### config.mk
export PLATFORM = sky130hd
export DESIGN_NAME = dl_msg_rx
export DESIGN_NICKNAME = d
export VERILOG_FILES = /design/src/rtl/dl_msg_pkg.sv /design/src/rtl/dl_cw_aligner.sv /design/src/rtl/dl_vote_window.sv /design/src/rtl/dl_msg_rx.sv
export SDC_FILE = /design/constraint.sdc
export NUM_CORES = 1
export LEC_CHECK = 0
export CAP_MARGIN = 20
export CORE_MARGIN = 2
export CORE_UTILIZATION = 35
export CTS_CLUSTER_SIZE = 24
export DETAILED_ROUTE_END_ITERATION = 10
export DONT_BUFFER_PORTS = 1
export PLACE_DENSITY_LB_ADDON = 0.25
export SLEW_MARGIN = 40
export SYNTH_ARGS = -nofsm -noshare
export SYNTH_HDL_FRONTEND = slang
export SYNTH_SLANG_ARGS = --single-unit
### constraint.sdc
create_clock -name clk -period 8.8 [get_ports clk]
set_clock_uncertainty 0.2 [all_clocks]
set_input_delay 0.88 -clock clk [delete_from_list [all_inputs] [get_ports clk]]
set_output_delay 0.88 -clock clk [all_outputs]
set_load 0.005 [all_outputs]
### src/rtl/dl_msg_pkg.sv
package dl_msg_pkg;

  typedef enum logic [1:0] {
    EV_NONE = 2'd0,
    EV_CODE = 2'd1,
    EV_IDLE = 2'd2
  } ev_kind_t;

  typedef enum logic [1:0] {
    DECL_NONE = 2'd0,
    DECL_MSG  = 2'd1,
    DECL_IDLE = 2'd2
  } decl_t;

endpackage

### src/rtl/dl_cw_aligner.sv
module dl_cw_aligner
  import dl_msg_pkg::*;
#(
  parameter int              CW_W     = 16,
  parameter int              MSG_W    = 6,
  parameter logic [CW_W-1:0] IDLE_T1  = 16'hFFFF,
  parameter logic [CW_W-1:0] IDLE_J1  = 16'hFF7E
) (
  input  logic             clk,
  input  logic             rst,
  input  logic             take,
  input  logic             din,
  input  logic             j1_mode,
  output logic             ev_valid,
  output ev_kind_t         ev_kind,
  output logic [MSG_W-1:0] ev_code
);
  localparam int HDR_W = CW_W - MSG_W - 2;
  localparam int CNT_W = $clog2(CW_W);

  logic [CW_W-1:0]  sr_q, sr_d;
  logic             locked_q;
  logic [CNT_W-1:0] cnt_q;
  logic             is_cw, is_idle, boundary;
  ev_kind_t         kind_d;

  always_comb begin
    sr_d    = {sr_q[CW_W-2:0], din};
    is_cw   = (&sr_d[CW_W-1 -: HDR_W]) && !sr_d[MSG_W+1] && !sr_d[0];
    is_idle = (sr_d == (j1_mode ? IDLE_J1 : IDLE_T1));
    kind_d  = is_idle ? EV_IDLE : (is_cw ? EV_CODE : EV_NONE);
    boundary = locked_q ? (cnt_q == CNT_W'(CW_W-1)) : (kind_d != EV_NONE);
  end

  always_ff @(posedge clk) begin
    if (rst) begin
      sr_q     <= '0;
      locked_q <= 1'b0;
      cnt_q    <= '0;
      ev_valid <= 1'b0;
      ev_kind  <= EV_NONE;
      ev_code  <= '0;
    end else begin
      ev_valid <= 1'b0;
      if (take) begin
        sr_q <= sr_d;
        if (boundary) begin
          ev_valid <= 1'b1;
          ev_kind  <= kind_d;
          ev_code  <= sr_d[MSG_W:1];
          locked_q <= (kind_d != EV_NONE);
          cnt_q    <= '0;
        end else if (locked_q) begin
          cnt_q <= cnt_q + 1'b1;
        end
      end
    end
  end


  ev_after_take_chk: assert property (@(posedge clk) disable iff (rst)
    ev_valid |-> $past(take));

endmodule

### src/rtl/dl_vote_window.sv
module dl_vote_window
  import dl_msg_pkg::*;
#(
  parameter int MSG_W   = 6,
  parameter int DEPTH   = 10,
  parameter int SHORT_N = 5,
  parameter int SHORT_K = 4,
  parameter int LONG_N  = 10,
  parameter int LONG_K  = 8
) (
  input  logic             clk,
  input  logic             rst,
  input  logic             long_mode,
  input  logic             ev_valid,
  input  ev_kind_t         ev_kind,
  input  logic [MSG_W-1:0] ev_code,
  output logic             dec_msg,
  output logic             dec_idle,
  output logic [MSG_W-1:0] dec_code
);
  localparam int CNT_W = $clog2(DEPTH + 1);
  localparam int OLD_N = DEPTH - 1;

  typedef struct packed {
    ev_kind_t         kind;
    logic [MSG_W-1:0] code;
  } entry_t;

  entry_t           hist_q [OLD_N];
  entry_t           ev_in;
  logic [CNT_W-1:0] cnt_s, cnt_l;
  logic             hit;

  always_comb begin
    ev_in = '{kind: ev_kind, code: ev_code};
    cnt_s = CNT_W'(1);
    cnt_l = CNT_W'(1);
    for (int i = 0; i < OLD_N; i++) begin
      if (i < SHORT_N - 1) cnt_s = cnt_s + CNT_W'(hist_q[i] == ev_in);
      if (i < LONG_N - 1)  cnt_l = cnt_l + CNT_W'(hist_q[i] == ev_in);
    end
    hit = long_mode ? (cnt_l >= CNT_W'(LONG_K)) : (cnt_s >= CNT_W'(SHORT_K));
  end

  always_ff @(posedge clk) begin
    if (rst) begin
      for (int i = 0; i < OLD_N; i++) hist_q[i] <= '0;
      dec_msg  <= 1'b0;
      dec_idle <= 1'b0;
      dec_code <= '0;
    end else begin
      dec_msg  <= 1'b0;
      dec_idle <= 1'b0;
      if (ev_valid) begin
        hist_q[0] <= ev_in;
        for (int i = 1; i < OLD_N; i++) hist_q[i] <= hist_q[i-1];
        dec_msg  <= hit && (ev_kind == EV_CODE) && !(&ev_code);
        dec_idle <= hit && (ev_kind == EV_IDLE);
        dec_code <= ev_code;
      end
    end
  end


  no_all_ones_chk: assert property (@(posedge clk) disable iff (rst)
    dec_msg |-> !(&dec_code));


  dec_after_event_chk: assert property (@(posedge clk) disable iff (rst)
    (dec_msg || dec_idle) |-> $past(ev_valid));

endmodule

### src/rtl/dl_msg_rx.sv
module dl_msg_rx
  import dl_msg_pkg::*;
#(
  parameter int CW_W       = 16,
  parameter int MSG_W      = 6,
  parameter int HIST_DEPTH = 10,
  parameter int SHORT_N    = 5,
  parameter int SHORT_K    = 4,
  parameter int LONG_N     = 10,
  parameter int LONG_K     = 8
) (
  input  logic             clk,
  input  logic             rst,
  input  logic             bit_en,
  input  logic             dl_valid,
  input  logic             dl_bit,
  input  logic             j1_mode,
  input  logic             vote_long,
  input  logic             msg_ie,
  input  logic             idle_ie,
  input  logic             clr_msg,
  input  logic             clr_idle,
  output logic [MSG_W-1:0] msg_code,
  output logic             msg_flag,
  output logic             idle_flag,
  output logic             irq
);
  logic             take;
  logic             ev_valid;
  ev_kind_t         ev_kind;
  logic [MSG_W-1:0] ev_code;
  logic             dec_msg, dec_idle;
  logic [MSG_W-1:0] dec_code;
  decl_t            last_q;
  logic             msg_set, idle_set;

  assign take = bit_en && dl_valid;

  dl_cw_aligner #(
    .CW_W  (CW_W),
    .MSG_W (MSG_W)
  ) u_align (
    .clk      (clk),
    .rst      (rst),
    .take     (take),
    .din      (dl_bit),
    .j1_mode  (j1_mode),
    .ev_valid (ev_valid),
    .ev_kind  (ev_kind),
    .ev_code  (ev_code)
  );

  dl_vote_window #(
    .MSG_W   (MSG_W),
    .DEPTH   (HIST_DEPTH),
    .SHORT_N (SHORT_N),
    .SHORT_K (SHORT_K),
    .LONG_N  (LONG_N),
    .LONG_K  (LONG_K)
  ) u_vote (
    .clk       (clk),
    .rst       (rst),
    .long_mode (vote_long),
    .ev_valid  (ev_valid),
    .ev_kind   (ev_kind),
    .ev_code   (ev_code),
    .dec_msg   (dec_msg),
    .dec_idle  (dec_idle),
    .dec_code  (dec_code)
  );

  assign msg_set  = dec_msg && !((last_q == DECL_MSG) && (msg_code == dec_code));
  assign idle_set = dec_idle && (last_q != DECL_IDLE);

  always_ff @(posedge clk) begin
    if (rst) begin
      msg_code  <= '0;
      msg_flag  <= 1'b0;
      idle_flag <= 1'b0;
      last_q    <= DECL_NONE;
    end else begin
      if (msg_set) begin
        msg_code <= dec_code;
        last_q   <= DECL_MSG;
      end else if (idle_set) begin
        last_q   <= DECL_IDLE;
      end
      msg_flag  <= msg_set  || (msg_flag  && !clr_msg);
      idle_flag <= idle_set || (idle_flag && !clr_idle);
    end
  end

  assign irq = (msg_flag && msg_ie) || (idle_flag && idle_ie);


  msg_rise_chk: assert property (@(posedge clk) disable iff (rst)
    $rose(msg_flag) |-> $past(dec_msg));


  idle_rise_chk: assert property (@(posedge clk) disable iff (rst)
    $rose(idle_flag) |-> $past(dec_idle));


  msg_clr_chk: assert property (@(posedge clk) disable iff (rst)
    (clr_msg && !dec_msg) |=> !msg_flag);


  code_hold_chk: assert property (@(posedge clk) disable iff (rst)
    !$stable(msg_code) |-> ($past(dec_msg) && msg_flag));

endmodule

Word-level counts from Yosys, hierarchy flattened
Memories as Yosys holds them, arrays and structs flattened.
Index checks and enable logic that the tools add are counted.
W data, S select, Z words.
Storage, ports and cells
  bits in registers: 47
  RAM bits: 72
  bits of input ports: 11
  output and inout port bits: 9
  logic and storage cells: 110
  memories: 1
Cells by class
  $add $sub $neg: 10
  order comparisons: 2
  equality and inequality tests: 16
  mux-type cells: 24
  bitwise logic cells: 11
  reductions and logical operators: 32
Memory list
  u_vote.hist_q: depth 9, bits a word 8, read ports 9, clocked after memory_dff 0, wr ports 9, line dl_vote_window.sv:29  | entry_t hist_q [OLD_N];
Operators with widths (count)
  $mux W8: 10
  $eq A8 B8 Y1: 9
  $add A4 B1 Y4: 8
  $eq A16 B16 Y1: 1
  $logic_and A1 B1 Y1: 13
  $mux W1: 11
  $or A1 B1 Y1: 9
  $mux W4: 2
  $reduce_and A8 Y1: 1
  $eq A6 B6 Y1: 1
  $logic_not A1 Y1: 6
  $reduce_and A6 Y1: 1
  $reduce_bool A2 Y1: 3
  $reduce_or A2 Y1: 3
  $add A4 B1 Y4 const B: 1
  $eq A2 B1 Y1 const B: 2
  $eq A4 B4 Y1 const B: 1
  $ge A4 B3 Y1 const B: 1
  $ge A4 B4 Y1 const B: 1
  $reduce_and A2 Y1: 2
  $logic_or A1 B1 Y1: 3
  $add A1 B1 Y2 const A: 1
  $eq A2 B2 Y1 const B: 1
  $mux W2: 1
  2 further kinds: 3

Longest topological paths before layout
An unclocked memory read counts as a cell.
  word-level depth: 15
  depth in mapped cells: 15

Hierarchy
From an unflattened synthesis, not the netlist that was laid out.
Second synthesis, totals
  cell total of the unflattened synthesis: 493
  area, all modules: 5838.1 µm²
Modules (own cells, without submodules)
  dl_vote_window: times used 1, cells an instance 306, area an instance 4020.1 µm², sequential area each 2322.2 µm²
  dl_cw_aligner: times used 1, cells an instance 133, area an instance 1298.7 µm², sequential area each 580.6 µm²
  dl_msg_rx: times used 1, cells an instance 54, area an instance 519.2 µm², sequential area each 200.2 µm²

Worst setup path after synthesis
OpenSTA, ideal clock, no wires.
  path kind: register -> register
  start: register u_align.ev_code[2]
  end: register u_vote.dec_msg
  library setup time: 0.117 ns
  data arrival time: 3.301 ns
  path slack: 5.182 ns
  stages on the path, launching flop included: 16
  clock period less this slack: 3.618 ns
  path through: dfxtp_1 > buf_1 > xnor2_1 > nand4_1 > nor2_1 > fa_1 > ha_1 > inv_1 > fa_1 > inv_1 > ha_1 > ha_1 > a21o_1 > a21oi_1 > mux2i_1 > and4b_1
Between the ends
  cells in the longest elaborated chain, start to end: 14
RTL lines
  from (decl): line dl_cw_aligner.sv:16  | output logic [MSG_W-1:0] ev_code
  from (signal assigned): line dl_cw_aligner.sv:50  | ev_code <= sr_d[MSG_W:1];
  $eq A8 B8 Y1: line dl_vote_window.sv:39, dl_vote_window.sv:40
  $add A1 B1 Y2: line dl_vote_window.sv:39, dl_vote_window.sv:40
  $add A4 B1 Y4 (3 in series): line dl_vote_window.sv:39, dl_vote_window.sv:40
  $add A4 B1 Y4 (5 in series): line dl_vote_window.sv:40  | if (i < LONG_N - 1) cnt_l = cnt_l + CNT_W'(hist_q[i] == ev_in);
  $ge A4 B4 Y1: line dl_vote_window.sv:42  | hit = long_mode ? (cnt_l >= CNT_W'(LONG_K)) : (cnt_s >= CNT_W'(SHORT_K));
  $mux W1: line dl_vote_window.sv:42
  $logic_and A1 B1 Y1: line dl_vote_window.sv:57  | dec_msg <= hit && (ev_kind == EV_CODE) && !(&ev_code);
  $logic_and A1 B1 Y1 *: line dl_vote_window.sv:57
  to (signal assigned): line dl_vote_window.sv:57
  to (decl): line dl_vote_window.sv:17  | output logic dec_msg,
Mark *: on every way between the ends. The rest lies on a longest branch, timed or not.
A chain may end at the register's enable or synchronous reset.

Worst setup path in the final report
  start: register u_align.ev_code[3]
  end: register u_vote.dec_msg
The elaborated chain is that of the path after synthesis.

==> impl_metrics.py <==
metrics = {
    "outcome": {
        "run_status": "finished clean",
    },
    "global_route": {
        "via_count_of_the_first_global_routing_pass": 3521,
        "groute.usage.overall_pct": 13.90,
        "grt_antenna_before_repair": 0,
        "grt_pass1_wl_um": 17570,
        "globalRouteOverflowTotal": 0,
        "grt_max_degree": 73,
    },
    "timing": {
        "totalNegativeSetupSlack_ns": 0,
        "timing.fmax_ghz": 0.2464,
        "final-setup-viol-count": 0,
        "final_min_period_over_clock_period_pct": 46.11,
        "rsz0062_at_grt": "no",
        "hold_slack_ns": 0.2524,
        "postLayoutSetupSlackWorst_ns": 4.742,
        "timing_max_transition_violations_final": 0,
        "worstMarginPinSlew_ns": 0.7506,
        "timing.final.crit_period_ns": 4.058,
        "remaining_max_slew_budget_at_the_tightest_pin_pct": 49.30,
        "number_of_endpoints_with_negative_hold_slack_in_the_final_report": 0,
    },
    "worst_setup_path": {
        "crit-reg2reg-launch": "u_align.ev_code[3]",
        "rrSetupSlack_ns": 4.74,
        "arrival_time_of_the_worst_setup_path_ns": 4.17,
        "cp_data_required_time_ns": 8.91,
        "critPathMaxFanout": 12,
        "timing.critical_path.from_type": "flop",
        "path_class": "reg -> reg",
        "endpoint_kind": "flop",
        "worst_reg2reg_path_endpoint": "u_vote.dec_msg",
        "reg2reg_depth": 14,
    },
    "die": {
        "floorplan.rows": 45,
        "die_area_um2": 16800,
        "floorplan.initialDensity_pct": 36.06,
        "io-pin-count": 20,
        "die-height_um": 129.6,
        "core_um2": 15310,
        "die_w_um": 129.6,
    },
    "cts": {
        "tritoncts": "done",
        "cts.clk_slew.worst_paths_ns": 0.06,
        "clkLatencyLatePin_ns": 0.41,
        "ctsHtreeMaxLevel": 4,
        "numCtsBuffers": 17,
        "post_cts_resized": 0,
        "cts_hold_buf": 0,
        "clock_tree.buffer_depth": 2,
        "clockRootBuffer": "sky130_fd_sc_hd__clkbuf_16",
        "cts_setup_buffers": 0,
        "cts_sinks": 119,
    },
    "final_layout": {
        "final_cell_mix": "sky130_fd_sc_hd__and2_1, sky130_fd_sc_hd__edfxtp_1, sky130_fd_sc_hd__xnor2_1, sky130_fd_sc_hd__nand2_1, sky130_fd_sc_hd__dfxtp_1",
        "nets": 501,
        "layout.cells.non_filler": 704,
        "final_core_occ_pct": 41.27,
        "fin_area_um2": 6321,
        "filler_cell_count": 1462,
        "layout.cells.most_common": "sky130_fd_sc_hd__and2_1",
        "antenna_fix_cells": 0,
        "drive_gt1_share_pct": 7.505,
        "synthesis_to_finish_area_growth_pct": 14.45,
    },
    "routing": {
        "drtPass1Iterations": 4,
        "post_drt_wl_per_cell_um": 14.72,
        "detail_route.iter0.violations": 126,
        "routed-via-count": 3310,
        "drtAntennaViolNets": 0,
        "drcViolationCount": 0,
        "average_vias_per_placed_instance": 4.702,
        "route.final.wire_length_um": 10370,
    },
    "place": {
        "dpl_worst_slack_ns": 4.700,
        "placedCellCount": 672,
        "placedInstanceArea_um2": 5763,
        "routabilityCongestion": 0.7843,
        "io_buffer_count": 0,
        "dp.final_hpwl_um": 7173,
    },
    "synth": {
        "ys_seq_elements": 119,
        "syn-mean-instance-area_um2": 11.41,
        "number_of_enable_type_register_cells_in_the_synthesized_netlist": 72,
        "synthesis.instances": 484,
        "synth.cell_area_um2": 5523,
        "ys_seq_area_share_pct": 56.18,
        "ys_async_sr_fraction_pct": 0,
        "ys_warn_count": 0,
        "synth.lib_cells_used.distinct": 38,
        "synthFlopType": "sky130_fd_sc_hd__edfxtp_1",
        "mappedNetlistNets": 505,
    },
    "min_path": {
        "min_delay_path_depth": 2,
        "hold_path_class": "reg -> reg",
        "timing.hold.worst.start": "u_align.sr_q[14]",
        "min_to": "u_align.sr_q[14]",
    },
    "run": {
        "maxCapViolCount": 0,
    },
    "power": {
        "static_leakage_power_nw": 2.212,
        "vdd_ir_drop_max_uv": 129.4,
        "report.power.total_mw": 1.286,
        "power-per-cell-area_nw_per_um2": 203.5,
    },
}
[state kept, by name, indices dropped and copies added (netlist names), 2 cells and up]
name and count:
u_align.ev_kind 2, u_align.sr_q 15, last_q 2, u_vote.hist_q 72, u_align.ev_code 6, u_align.cnt_q 4
u_vote.dec_code 6, msg_code 6
[synthesized netlist by cell type (all sizes together) (2+ instances only)]
master / instances / share of area, %
o21ai: 4 / 0.36
clkbuf: 17 / 1.2
nand3b: 2 / 0.27
nand2b: 3 / 0.34
buf: 9 / 0.61
and2: 74 / 8.4
o41ai: 2 / 0.32
nand4: 20 / 2.3
inv: 7 / 0.48
nor4: 3 / 0.34
a21oi: 22 / 2.0
edfxtp: 72 / 39
nand2: 52 / 3.5
fa: 4 / 1.4
mux2i: 15 / 2.7
xnor2: 66 / 10
xor2: 13 / 2.1
a21o: 7 / 0.95
ha: 6 / 1.4
nand3: 4 / 0.36
nor3: 4 / 0.36
dfxtp: 47 / 17
nor2: 18 / 1.5
[where the power goes]
group	switching (mW)	leakage (nW)	internal, mW	total, mW
sequential	0.00823	1.12	0.602	0.611
combinational	0.0183	0.809	0.0113	0.0296
clock	0.240	0.281	0.406	0.646
total	0.267	2.21	1.02	1.29
[worst max-delay path by stage]
stage / cells past startpoint / slack (ns) / from / end
floorplan: 15 / 5.18 / u_align.ev_code[2] / u_vote.dec_msg
global placement: 14 / 4.73 / u_align.ev_code[3] / u_vote.dec_msg
detailed placement: 14 / 4.70 / u_align.ev_code[3] / u_vote.dec_msg
CTS: 14 / 4.70 / u_align.ev_code[3] / u_vote.dec_msg
global route: 14 / 4.39 / u_align.ev_code[2] / u_vote.dec_msg
finish: 14 / 4.74 / u_align.ev_code[3] / u_vote.dec_msg
[cell families after synthesis]
kind of cell,after synthesis,synth area share (%)
AOI/OAI and AO/OA,42,5.256
xor gates and xnor gates,79,12.53
adders and majority gates,10,2.809
buffers and inverters,34,2.311
DFF,119,56.18
muxes,15,2.719
and+or+nand+nor,185,18.19
[layer usage]
metal	track usage, %	wire length, µm
met3	4.831	389
met1	15.97	4512
met5	0	0
met4	6.199	240
met2	23.47	5224
[worst max-delay path: stages, from the launching register on]
cell and delay [ns]:
sky130_fd_sc_hd__dfxtp_1 0.69, sky130_fd_sc_hd__xor2_1 0.14, sky130_fd_sc_hd__nor4_1 0.34, sky130_fd_sc_hd__nand2_1 0.18
sky130_fd_sc_hd__fa_1 0.56, sky130_fd_sc_hd__ha_1 0.14, sky130_fd_sc_hd__inv_1 0.04, sky130_fd_sc_hd__fa_1 0.48
sky130_fd_sc_hd__inv_1 0.04, sky130_fd_sc_hd__ha_1 0.29, sky130_fd_sc_hd__ha_1 0.29, sky130_fd_sc_hd__a21o_1 0.15
sky130_fd_sc_hd__a21oi_1 0.13, sky130_fd_sc_hd__mux2i_1 0.09, sky130_fd_sc_hd__and4b_1 0.18
[cell type report]
type / instances / area [µm²] / share of cell area, %
flip-flops and latches: 119 / 3103 / 49.09
well taps: 211 / 264.0 / 4.177
clock inverters: 7 / 40.04 / 0.6334
clock buffers: 25 / 518.0 / 8.195
repair buffers: 3 / 66.31 / 1.049
multi-input cells: 331 / 2300 / 36.38
inverters: 8 / 30.03 / 0.4751
Power figures use the tool's default switching activity.
